===== config.mk =====
export PLATFORM = sky130hd
export DESIGN_NAME = sync_shift_port
export DESIGN_NICKNAME = d
export VERILOG_FILES = /design/src/rtl/sync_shift_pkg.sv /design/src/rtl/sync_shift_timer.sv /design/src/rtl/sync_shift_datapath.sv /design/src/rtl/sync_shift_ctrl.sv /design/src/rtl/sync_shift_port.sv
export SDC_FILE = /design/constraint.sdc
export NUM_CORES = 1
export LEC_CHECK = 0
export CORE_MARGIN = 10
export CORE_UTILIZATION = 53
export DETAILED_ROUTE_END_ITERATION = 8
export PLACE_DENSITY = 0.84
export SLEW_MARGIN = 40
export SYNTH_ARGS = -nofsm -noshare
export SYNTH_HDL_FRONTEND = slang
export SYNTH_SLANG_ARGS = --single-unit

===== constraint.sdc =====
create_clock -name clk -period 3.5 [get_ports clk]
set_input_delay 0.35 -clock clk [delete_from_list [all_inputs] [get_ports clk]]
set_output_delay 0.35 -clock clk [all_outputs]
set_load 0.02 [all_outputs]

===== src/rtl/sync_shift_pkg.sv =====
package sync_shift_pkg;

  typedef enum logic [1:0] {
    ST_IDLE = 2'd0,
    ST_TX   = 2'd1,
    ST_RX   = 2'd2
  } xfer_state_e;

  localparam logic [1:0] MODE_SHIFT = 2'b00;

endpackage


===== src/rtl/sync_shift_timer.sv =====
module sync_shift_timer #(
  parameter int DIV   = 12,
  parameter int NBITS = 8
) (
  input  logic clk,
  input  logic rst_n,
  input  logic tick_i,
  input  logic run_i,
  input  logic start_i,
  output logic sclk_o,
  output logic rise_o,
  output logic bit_end_o,
  output logic last_o
);

  localparam int PH_W = $clog2(DIV);
  localparam int BC_W = (NBITS > 1) ? $clog2(NBITS) : 1;
  localparam int HALF = DIV / 2;
  localparam logic [PH_W-1:0] PH_LAST = PH_W'(DIV - 1);
  localparam logic [PH_W-1:0] PH_RISE = PH_W'(HALF - 1);
  localparam logic [PH_W-1:0] PH_HALF = PH_W'(HALF);
  localparam logic [BC_W-1:0] BC_LAST = BC_W'(NBITS - 1);

  logic [PH_W-1:0] ph_q;
  logic [BC_W-1:0] bc_q;
  logic            step;

  assign step = run_i && tick_i;

  always_ff @(posedge clk) begin
    if (!rst_n) begin
      ph_q <= '0;
      bc_q <= '0;
    end else if (start_i) begin
      ph_q <= '0;
      bc_q <= '0;
    end else if (step) begin
      if (ph_q == PH_LAST) begin
        ph_q <= '0;
        bc_q <= (bc_q == BC_LAST) ? '0 : bc_q + 1'b1;
      end else begin
        ph_q <= ph_q + 1'b1;
      end
    end
  end

  // low half first, high half second; high while not running
  assign sclk_o    = !(run_i && (ph_q < PH_HALF));
  assign rise_o    = step && (ph_q == PH_RISE);
  assign bit_end_o = step && (ph_q == PH_LAST);
  assign last_o    = bit_end_o && (bc_q == BC_LAST);


  phase_hold_chk: assert property (@(posedge clk) disable iff (!rst_n)
    !tick_i |=> $stable(ph_q));


  sclk_rise_chk: assert property (@(posedge clk) disable iff (!rst_n)
    rise_o |=> $rose(sclk_o));

endmodule


===== src/rtl/sync_shift_datapath.sv =====
module sync_shift_datapath #(
  parameter int W = 8
) (
  input  logic         clk,
  input  logic         rst_n,
  input  logic         load_i,
  input  logic [W-1:0] data_i,
  input  logic         shift_out_i,
  input  logic         sample_i,
  input  logic         sdata_i,
  input  logic         commit_i,
  output logic         tx_bit_o,
  output logic [W-1:0] rx_data_o
);

  logic [W-1:0] shreg_q;
  logic [W-1:0] rx_buf_q;

  always_ff @(posedge clk) begin
    if (!rst_n) begin
      shreg_q <= '1;
    end else if (load_i) begin
      shreg_q <= data_i;
    end else if (sample_i) begin
      shreg_q <= {sdata_i, shreg_q[W-1:1]};
    end else if (shift_out_i) begin
      shreg_q <= {1'b1, shreg_q[W-1:1]};
    end
  end

  always_ff @(posedge clk) begin
    if (!rst_n) begin
      rx_buf_q <= '0;
    end else if (commit_i) begin
      rx_buf_q <= shreg_q;
    end
  end

  assign tx_bit_o  = shreg_q[0];
  assign rx_data_o = rx_buf_q;

endmodule


===== src/rtl/sync_shift_ctrl.sv =====
module sync_shift_ctrl
  import sync_shift_pkg::*;
(
  input  logic       clk,
  input  logic       rst_n,
  input  logic [1:0] mode_i,
  input  logic       rx_en_i,
  input  logic       tx_valid_i,
  input  logic       ti_clr_i,
  input  logic       rx_ready_i,
  input  logic       last_i,
  output logic       tx_ready_o,
  output logic       load_o,
  output logic       start_o,
  output logic       run_o,
  output logic       tx_busy_o,
  output logic       rx_busy_o,
  output logic       ti_o,
  output logic       ri_o
);

  xfer_state_e state_q;
  logic        ti_q;
  logic        ri_q;
  logic        idle_ok;
  logic        accept;
  logic        rx_go;

  assign idle_ok    = (state_q == ST_IDLE) && (mode_i == MODE_SHIFT);
  assign tx_ready_o = idle_ok;
  assign accept     = tx_valid_i && idle_ok;
  assign rx_go      = idle_ok && rx_en_i && !ri_q && !accept;

  always_ff @(posedge clk) begin
    if (!rst_n) begin
      state_q <= ST_IDLE;
    end else begin
      unique case (state_q)
        ST_IDLE: begin
          if (accept)      state_q <= ST_TX;
          else if (rx_go)  state_q <= ST_RX;
        end
        ST_TX:   if (last_i) state_q <= ST_IDLE;
        ST_RX:   if (last_i) state_q <= ST_IDLE;
        default: state_q <= ST_IDLE;
      endcase
    end
  end

  always_ff @(posedge clk) begin
    if (!rst_n) begin
      ti_q <= 1'b0;
      ri_q <= 1'b0;
    end else begin
      if (state_q == ST_TX && last_i) ti_q <= 1'b1;
      else if (ti_clr_i)              ti_q <= 1'b0;
      if (state_q == ST_RX && last_i) ri_q <= 1'b1;
      else if (rx_ready_i)            ri_q <= 1'b0;
    end
  end

  assign load_o    = accept;
  assign start_o   = accept || rx_go;
  assign tx_busy_o = (state_q == ST_TX);
  assign rx_busy_o = (state_q == ST_RX);
  assign run_o     = tx_busy_o || rx_busy_o;
  assign ti_o      = ti_q;
  assign ri_o      = ri_q;


  ti_source_chk: assert property (@(posedge clk) disable iff (!rst_n)
    $rose(ti_q) |-> $past(state_q == ST_TX));


  ri_hold_chk: assert property (@(posedge clk) disable iff (!rst_n)
    (ri_q && !rx_ready_i) |=> ri_q);


  busy_hold_chk: assert property (@(posedge clk) disable iff (!rst_n)
    (state_q == ST_TX && !last_i) |=> (state_q == ST_TX));


  rx_start_chk: assert property (@(posedge clk) disable iff (!rst_n)
    (state_q == ST_IDLE && mode_i == MODE_SHIFT && rx_en_i && !ri_q && !tx_valid_i)
      |=> (state_q == ST_RX));

endmodule


===== src/rtl/sync_shift_port.sv =====
module sync_shift_port #(
  parameter int DIV = 12,
  parameter int W   = 8
) (
  input  logic         clk,
  input  logic         rst_n,
  input  logic         tick_i,
  input  logic [1:0]   mode_i,
  input  logic         rx_en_i,
  input  logic         tx_valid_i,
  input  logic [W-1:0] tx_data_i,
  output logic         tx_ready_o,
  output logic         ti_o,
  input  logic         ti_clr_i,
  output logic         rx_valid_o,
  input  logic         rx_ready_i,
  output logic [W-1:0] rx_data_o,
  output logic         sclk_o,
  output logic         sdata_o,
  output logic         sdata_oe_o,
  input  logic         sdata_i
);

  logic load, start, run, tx_busy, rx_busy;
  logic rise, bit_end, last, tx_bit;

  sync_shift_ctrl u_ctrl (
    .clk        (clk),
    .rst_n      (rst_n),
    .mode_i     (mode_i),
    .rx_en_i    (rx_en_i),
    .tx_valid_i (tx_valid_i),
    .ti_clr_i   (ti_clr_i),
    .rx_ready_i (rx_ready_i),
    .last_i     (last),
    .tx_ready_o (tx_ready_o),
    .load_o     (load),
    .start_o    (start),
    .run_o      (run),
    .tx_busy_o  (tx_busy),
    .rx_busy_o  (rx_busy),
    .ti_o       (ti_o),
    .ri_o       (rx_valid_o)
  );

  sync_shift_timer #(.DIV(DIV), .NBITS(W)) u_timer (
    .clk       (clk),
    .rst_n     (rst_n),
    .tick_i    (tick_i),
    .run_i     (run),
    .start_i   (start),
    .sclk_o    (sclk_o),
    .rise_o    (rise),
    .bit_end_o (bit_end),
    .last_o    (last)
  );

  sync_shift_datapath #(.W(W)) u_dp (
    .clk         (clk),
    .rst_n       (rst_n),
    .load_i      (load),
    .data_i      (tx_data_i),
    .shift_out_i (bit_end && tx_busy),
    .sample_i    (rise && rx_busy),
    .sdata_i     (sdata_i),
    .commit_i    (last && rx_busy),
    .tx_bit_o    (tx_bit),
    .rx_data_o   (rx_data_o)
  );

  assign sdata_o    = tx_busy ? tx_bit : 1'b1;
  assign sdata_oe_o = !rx_busy;


  tx_change_low_chk: assert property (@(posedge clk) disable iff (!rst_n)
    (tx_busy && (sdata_o != $past(sdata_o))) |-> !sclk_o);

endmodule


==> results.toml, run 1 <==
[detailed_routing]
route.detailed.drc = 0
num_vias = 1183
via_per_inst = 5.63
drt-pass1-iter-count = 4
initialDrtViolationCount = 74
drtAntennaViolNets = 0
avgRoutedWirePerCell_um = 15.7
detail_route.wirelength_mm = 3.29

[global_routing]
grt_max_degree = 30
overflow = 0
grt_antenna_before_repair = 0
vias_in_the_first_global_route = 1235
grt.total_usage_pct = 12.6
grt_first_pass_wirelength_mm = 5.52

[clock_network]
postCtsSetupBuffers = 0
cts.path.max_buffers = 2
h-tree-depth = 1
clock-sinks = 27
clk_latency_ns = 0.34
clockRootBuffer = "clkbuf_4"
cts_tree = "done"
clk_transition_reported_paths_ns = 0.15
numCtsBuffers = 3
cts_hold_buffers = 0
post_cts_resize_count = 0

[power_and_ir_drop]
pwr_density_cell_nw_per_um2 = 315
leakage_nw = 0.712
vdd.ir_drop.worst_mv = 0.272
report.power.total_uw = 547

[setup_path]
reg2reg_from = "u_ctrl.state_q[0]$_SDFFE_PN0P_"
worstRegToRegCells = 6
cp-end-kind = "primary output"
critical_path.reg2reg.endpoint = "u_dp.rx_data_o[1]$_SDFFE_PN0P_"
critical_path_data_arrival_time_ns = 1.94
worstPathMaxFanout = 5
crit_required_ns = 3.15
worstSetupStartpointType = "flip-flop"
timing.reg2reg.setup_slack_ns = 1.39
crit_type = "flip-flop to primary output"

[die]
initial_core_util_pct = 56.2
coreArea_um2 = 2520
die_w_um = 71.7
ioPinCount = 32
chipHeight_um = 71.7
placement_rows = 18
fp.dieArea_um2 = 5140

[sta]
worst-slew-pin-transition_ns = 0.796
clock_skew_ns = 0.00269
timing.max_slew.rel_slack_pct = 46.8
setup_total_negative_slack_ns = 0
report.final.setup_viol = 0
max_freq_ghz = 0.436
hold_ws_ns = 0.518
slew_viol_final = 0
fin_crit_sh_pct = 65.6
timing_hold_violations_final = 0
rsz0062_at_grt = "no"
final_period_minus_worst_setup_slack_ns = 2.29

[layout]
core_occupancy_in_the_finished_layout_pct = 68.9
antenna-diode-count = 0
area.growth.synth_to_final_pct = 22.7
stdcell_count = 210
num-nets-final = 206
fraction_of_layout_instances_using_a_drive_strength_above_1_pct = 10.0

[hold_path]
hold_path_depth = 2
holdCritStartpoint = "u_ctrl.state_q[0]$_SDFFE_PN0P_"
sink_of_the_worst_hold_path = "u_ctrl.state_q[0]$_SDFFE_PN0P_"
timing.hold.worst.class = "flip-flop to flip-flop"

[yosys]
ys_seq_area_share_pct = 38.2
synthesis.nets = 178
synthesis.area_per_instance_um2 = 9.26
yosys_most_used_dff = "dfxtp_1"
synthDominantAreaCellType = "dfxtp_1"
synth-warning-count = 0
synth_most_common_cell = "dfxtp_1"
synth_enable_flop_cells = 0
synth.cell_area_um2 = 1420
synth-async-reset-ratio_pct = 0
synth_top_cells_by_area = "dfxtp_1 (38%), mux2i_1 (7.1%), nor2_1 (6.9%)"
synth_top_area_share_pct = 38.2
synth_seq_cells = 27
synthCells = 153
netlist-cell-type-count = 42
yosys-top-cells-count = "dfxtp_1 (27), nor2_1 (26), mux2i_1 (10), nor2b_1 (10)"

[placement]
place.gp.congestion = 0.737
place.detailed.hpwl_mm = 2.49
port_buffer_cells = 31
placedCellCount = 206

[status]
result_of_the_run = "complete, no violations"

[flow_run]
number_of_max_cap_violations = 0
## cells by family after synthesis
logic type	count (synthesis)	synth area share [%]
AO/OA/AOI/OAI	22	13.2
adder cells (fa/ha/maj)	7	6.18
XOR/XNOR	2	1.24
AND/OR/NAND/NOR	71	28.4
buffers and inverters	14	5.83
multiplexers	10	7.07
flip-flops	27	38.2
## layout by cell type, fill, tap and decap left out, types with 2 or more instances in the layout
cell type | netlist | routed
inv_1 | 5 | 5
a21oi_1 | 4 | 4
nor3_1 | 3 | 3
nor4b_1 | 7 | 7
nor2_1 | 26 | 26
nand2_1 | 7 | 7
nand2b_1 | 2 | 2
o221a_2 | 6 | 6
clkdlybuf4s50_1 | 0 | 31
o21ai_0 | 3 | 3
dfxtp_1 | 27 | 27
clkbuf_4 | 0 | 3
nor2b_1 | 10 | 10
mux2i_1 | 10 | 10
nand3_1 | 3 | 3
ha_1 | 7 | 7
## worst max-delay path by stage
stage | from | end | slack, ns | depth (start not counted)
floorplan | u_ctrl.state_q[0]$_SDFFE_PN0P_ | u_timer.ph_q[0]$_SDFFE_PP0N_ | 1.67 | 6
global placement | mode_i[0] | u_dp.shreg_q[7]$_SDFFE_PN1P_ | 1.24 | 5
detailed placement | mode_i[0] | u_dp.shreg_q[7]$_SDFFE_PN1P_ | 1.20 | 5
CTS | u_ctrl.state_q[0]$_SDFFE_PN0P_ | tx_ready_o | 1.17 | 4
global route | u_ctrl.state_q[0]$_SDFFE_PN0P_ | tx_ready_o | 1.07 | 4
finish | u_ctrl.state_q[1]$_SDFFE_PN0P_ | tx_ready_o | 1.21 | 4
## routing by layer
layer | track usage [%] | vias up | share of wire, %
li1 | - | 597 | -
met1 | 13.6 | 554 | 41
met2 | 23.3 | 26 | 52
met3 | 3.31 | 6 | 5.7
met4 | 3.87 | 0 | 1.5
met5 | 0 | - | 0
## through the flow
step / setup slack, ns / cell area, um^2
after detailed placement: 1.20 / 1710
after floorplan: 1.67 / 1420
after global placement: 1.24 / 1710
final: 1.21 / 1740
after global routing: 1.07 / 1740
after CTS: 1.17 / 1740
## power breakdown
| group | switching [mW] | internal [mW] | leakage, nW |
|---|---|---|---|
| clock | 0.0989 | 0.0440 | 0.0139 |
| sequential | 0.00443 | 0.312 | 0.218 |
| combinational | 0.0436 | 0.0442 | 0.480 |
| total | 0.147 | 0.400 | 0.712 |
## worst max-delay path, stage by stage, from the launching register on
cell,delay (ns)
dfxtp_1,0.35
inv_1,0.09
ha_1,0.22
nor3b_1,0.28
clkdlybuf4s50_1,0.66
## flip-flops by register name, summed over array words and instances, names as in the netlist
register / count
u_dp.shreg_q: 8
u_timer.ph_q: 4
u_timer.bc_q: 3
u_ctrl.ri_o: 1
u_ctrl.state_q: 2
u_ctrl.ti_o: 1
u_dp.rx_data_o: 8
## final cells by class
cell class	count	area, um^2
well taps	30	37.5
inverters	5	18.8
clock inverters	1	7.51
repair buffers	32	318
multi-input cells	112	793
clock buffers	3	22.5
flip-flops and latches	27	541
fillers	201	785
Power figures use the tool's default switching activity.
==> run 2: changes to the inputs <==
--- a/config.mk
+++ b/config.mk
@@ -6,9 +6,9 @@
 export NUM_CORES = 1
 export LEC_CHECK = 0
 export CORE_MARGIN = 10
-export CORE_UTILIZATION = 53
+export CORE_UTILIZATION = 44
 export DETAILED_ROUTE_END_ITERATION = 8
-export PLACE_DENSITY = 0.84
+export PLACE_DENSITY = 0.74
 export SLEW_MARGIN = 40
 export SYNTH_ARGS = -nofsm -noshare
 export SYNTH_HDL_FRONTEND = slang
==> constraint.sdc (replaced) <==
create_clock -name clk -period 2.1 [get_ports clk]
set_input_delay 0.21 -clock clk [delete_from_list [all_inputs] [get_ports clk]]
set_output_delay 0.21 -clock clk [all_outputs]
set_load 0.02 [all_outputs]
==> results.toml, run 2 (synthesized netlist as in run 1, its figures left out) <==
[status]
result_of_the_run = "complete, no violations"

[global_routing]
overflow = 0
vias_in_the_first_global_route = 1225
grt_first_pass_wirelength_mm = 5.87
grt.total_usage_pct = 11.7
grt_max_degree = 22
grt_antenna_before_repair = 0

[setup_path]
worstPathMaxFanout = 14
cp-end-kind = "flip-flop"
wp_buf_inv = 1
crit_type = "flip-flop to flip-flop"
critical-path-top-delay-family = "compound AO/OA/AOI/OAI gates"
critical_path.slowest_cell = "o31ai_4"
slowest_delay_ns = 0.54
worstSetupStartpointType = "flip-flop"
crit_required_ns = 2.33
critical_path_data_arrival_time_ns = 2.14
cell_breakdown_of_the_critical_path = "inv_1, ha_1, nand2_2, o31ai_4, and3_2, o21ai_1"

[clock_network]
clockRootBuffer = "clkbuf_4"
cts.path.max_buffers = 2
postCtsSetupBuffers = 0
clk_transition_reported_paths_ns = 0.15
cts_hold_buffers = 0
numCtsBuffers = 3
clock-sinks = 27
clk_latency_ns = 0.32
cts_tree = "done"
h-tree-depth = 1

[die]
ioPinCount = 32
coreArea_um2 = 3080
fp.dieArea_um2 = 5890
die_w_um = 76.7
placement_rows = 20
initial_core_util_pct = 46.0
chipHeight_um = 76.7

[placement]
placedInstanceArea_um2 = 1760
place.detailed.hpwl_mm = 2.77
place_worst_setup_slack_ns = 0.214
port_buffer_cells = 31
place.gp.congestion = 0.813
placedCellCount = 225

[detailed_routing]
avgRoutedWirePerCell_um = 15.5
via_per_inst = 5.34
num_vias = 1224
detail_route.wirelength_mm = 3.54
drtAntennaViolNets = 0
drt-pass1-iter-count = 4
initialDrtViolationCount = 87
route.detailed.drc = 0

[layout]
most_frequent_cells_in_the_layout = "clkdlybuf4s50_1 (29), dfxtp_1 (27), nor2_1 (26)"
fillers = 293
area.growth.synth_to_final_pct = 26.5
final_common_cell = "clkdlybuf4s50_1"
fraction_of_layout_instances_using_a_drive_strength_above_1_pct = 12.4
num-nets-final = 211
post-route-cell-area_um2 = 1790
antenna-diode-count = 0
stdcell_count = 229

[sta]
max_freq_ghz = 0.524
report.final.setup_viol = 0
timing.max_slew.rel_slack_pct = 62.0
hold_ws_ns = 0.510
timing.final.ws_setup_ns = 0.191
timing_hold_violations_final = 0
rsz0062_at_grt = "no"
slew_viol_final = 0
final_period_minus_worst_setup_slack_ns = 1.91
clock_skew_ns = 0.00788
worst-slew-pin-transition_ns = 0.570
setup_total_negative_slack_ns = 0
fin_crit_sh_pct = 90.9

[power_and_ir_drop]
leakage_nw = 0.746
share_seq_of_total_power_pct = 58.3
power_switching_share_pct = 26.2
switching_power_uw = 237
combPwrFrac_pct = 16.8
power.share.clock_pct = 25.0
pwr_density_cell_nw_per_um2 = 505
vdd.ir_drop.worst_mv = 0.253
internal_power_uw = 668

[hold_path]
timing.hold.worst.class = "flip-flop to flip-flop"

[flow_run]
number_of_max_cap_violations = 0
-- run 2: final timing paths --
path                                        from                             end  slack [ns]  cells past startpoint
setup / recovery  u_ctrl.state_q[0]$_SDFFE_PN0P_    u_dp.shreg_q[7]$_SDFFE_PN1P_        0.19                      6
hold reg to reg   u_ctrl.state_q[0]$_SDFFE_PN0P_  u_ctrl.state_q[0]$_SDFFE_PN0P_        0.51                      2
setup reg to reg  u_ctrl.state_q[0]$_SDFFE_PN0P_    u_dp.shreg_q[7]$_SDFFE_PN1P_        0.19                      6
hold / removal    u_ctrl.state_q[0]$_SDFFE_PN0P_  u_ctrl.state_q[0]$_SDFFE_PN0P_        0.51                      2
-- run 2: tightest hold or removal path, cell delays in order, from the launching register on --
cell	delay [ns]
dfxtp_1	0.35
nand2_1	0.06
o22ai_1	0.07
-- run 2: timing repair --
item / in CTS / in global routing
setup endpoints to repair: 1 / 1
pin swaps: 0 / 0
resized for setup: 1 / 1
-- run 2: power by group through the flow --
stage          clock network, mW  logic, mW  registers (mW)
2_1_floorplan                  0     0.0883           0.537
3_3_place_gp                   0      0.148           0.538
3_5_place_dp                   0      0.153           0.538
4_1_cts                    0.231      0.153           0.527
5_1_grt                    0.254      0.165           0.529
6_report                   0.226      0.152           0.527
-- run 2: area by class of cell --
cell class                      count  area, um^2  share of cell area [%]
Tap cell                           44        55.1                    3.07
Inverter                            5        18.8                    1.05
Clock inverter                      1        5.00                   0.279
Timing Repair Buffer               37         357                    19.9
Sequential cell                    27         541                    30.2
Clock buffer                        3        22.5                    1.26
Multi-Input combinational cell    112         793                    44.3
-- run 2: metal layers --
layer	vias up	global-route usage [%]	part of all wire (%)	wire length, um
met4	0	3.72	1.3	45
met2	30	21.1	51	1800
met5	-	0	0	0
met3	6	3.03	5.1	182
li1	607	-	-	-
met1	581	12.9	43	1510
-- run 2: metrics by stage --
stage               power, mW  util (%)
global placement        0.686      57.3
detailed placement      0.692      57.3
CTS                     0.912      58.1
global route            0.949      58.2
finish                  0.905      58.2
floorplan               0.625         -
==> run 3: changes to the inputs <==
--- a/config.mk
+++ b/config.mk
@@ -8,6 +8,7 @@
 export CORE_MARGIN = 10
 export CORE_UTILIZATION = 44
 export DETAILED_ROUTE_END_ITERATION = 8
+export GPL_ROUTABILITY_DRIVEN = 0
 export PLACE_DENSITY = 0.74
 export SLEW_MARGIN = 40
 export SYNTH_ARGS = -nofsm -noshare
==> results of run 3 <==
Final layout, timing and power as in run 2 (identical DEF).
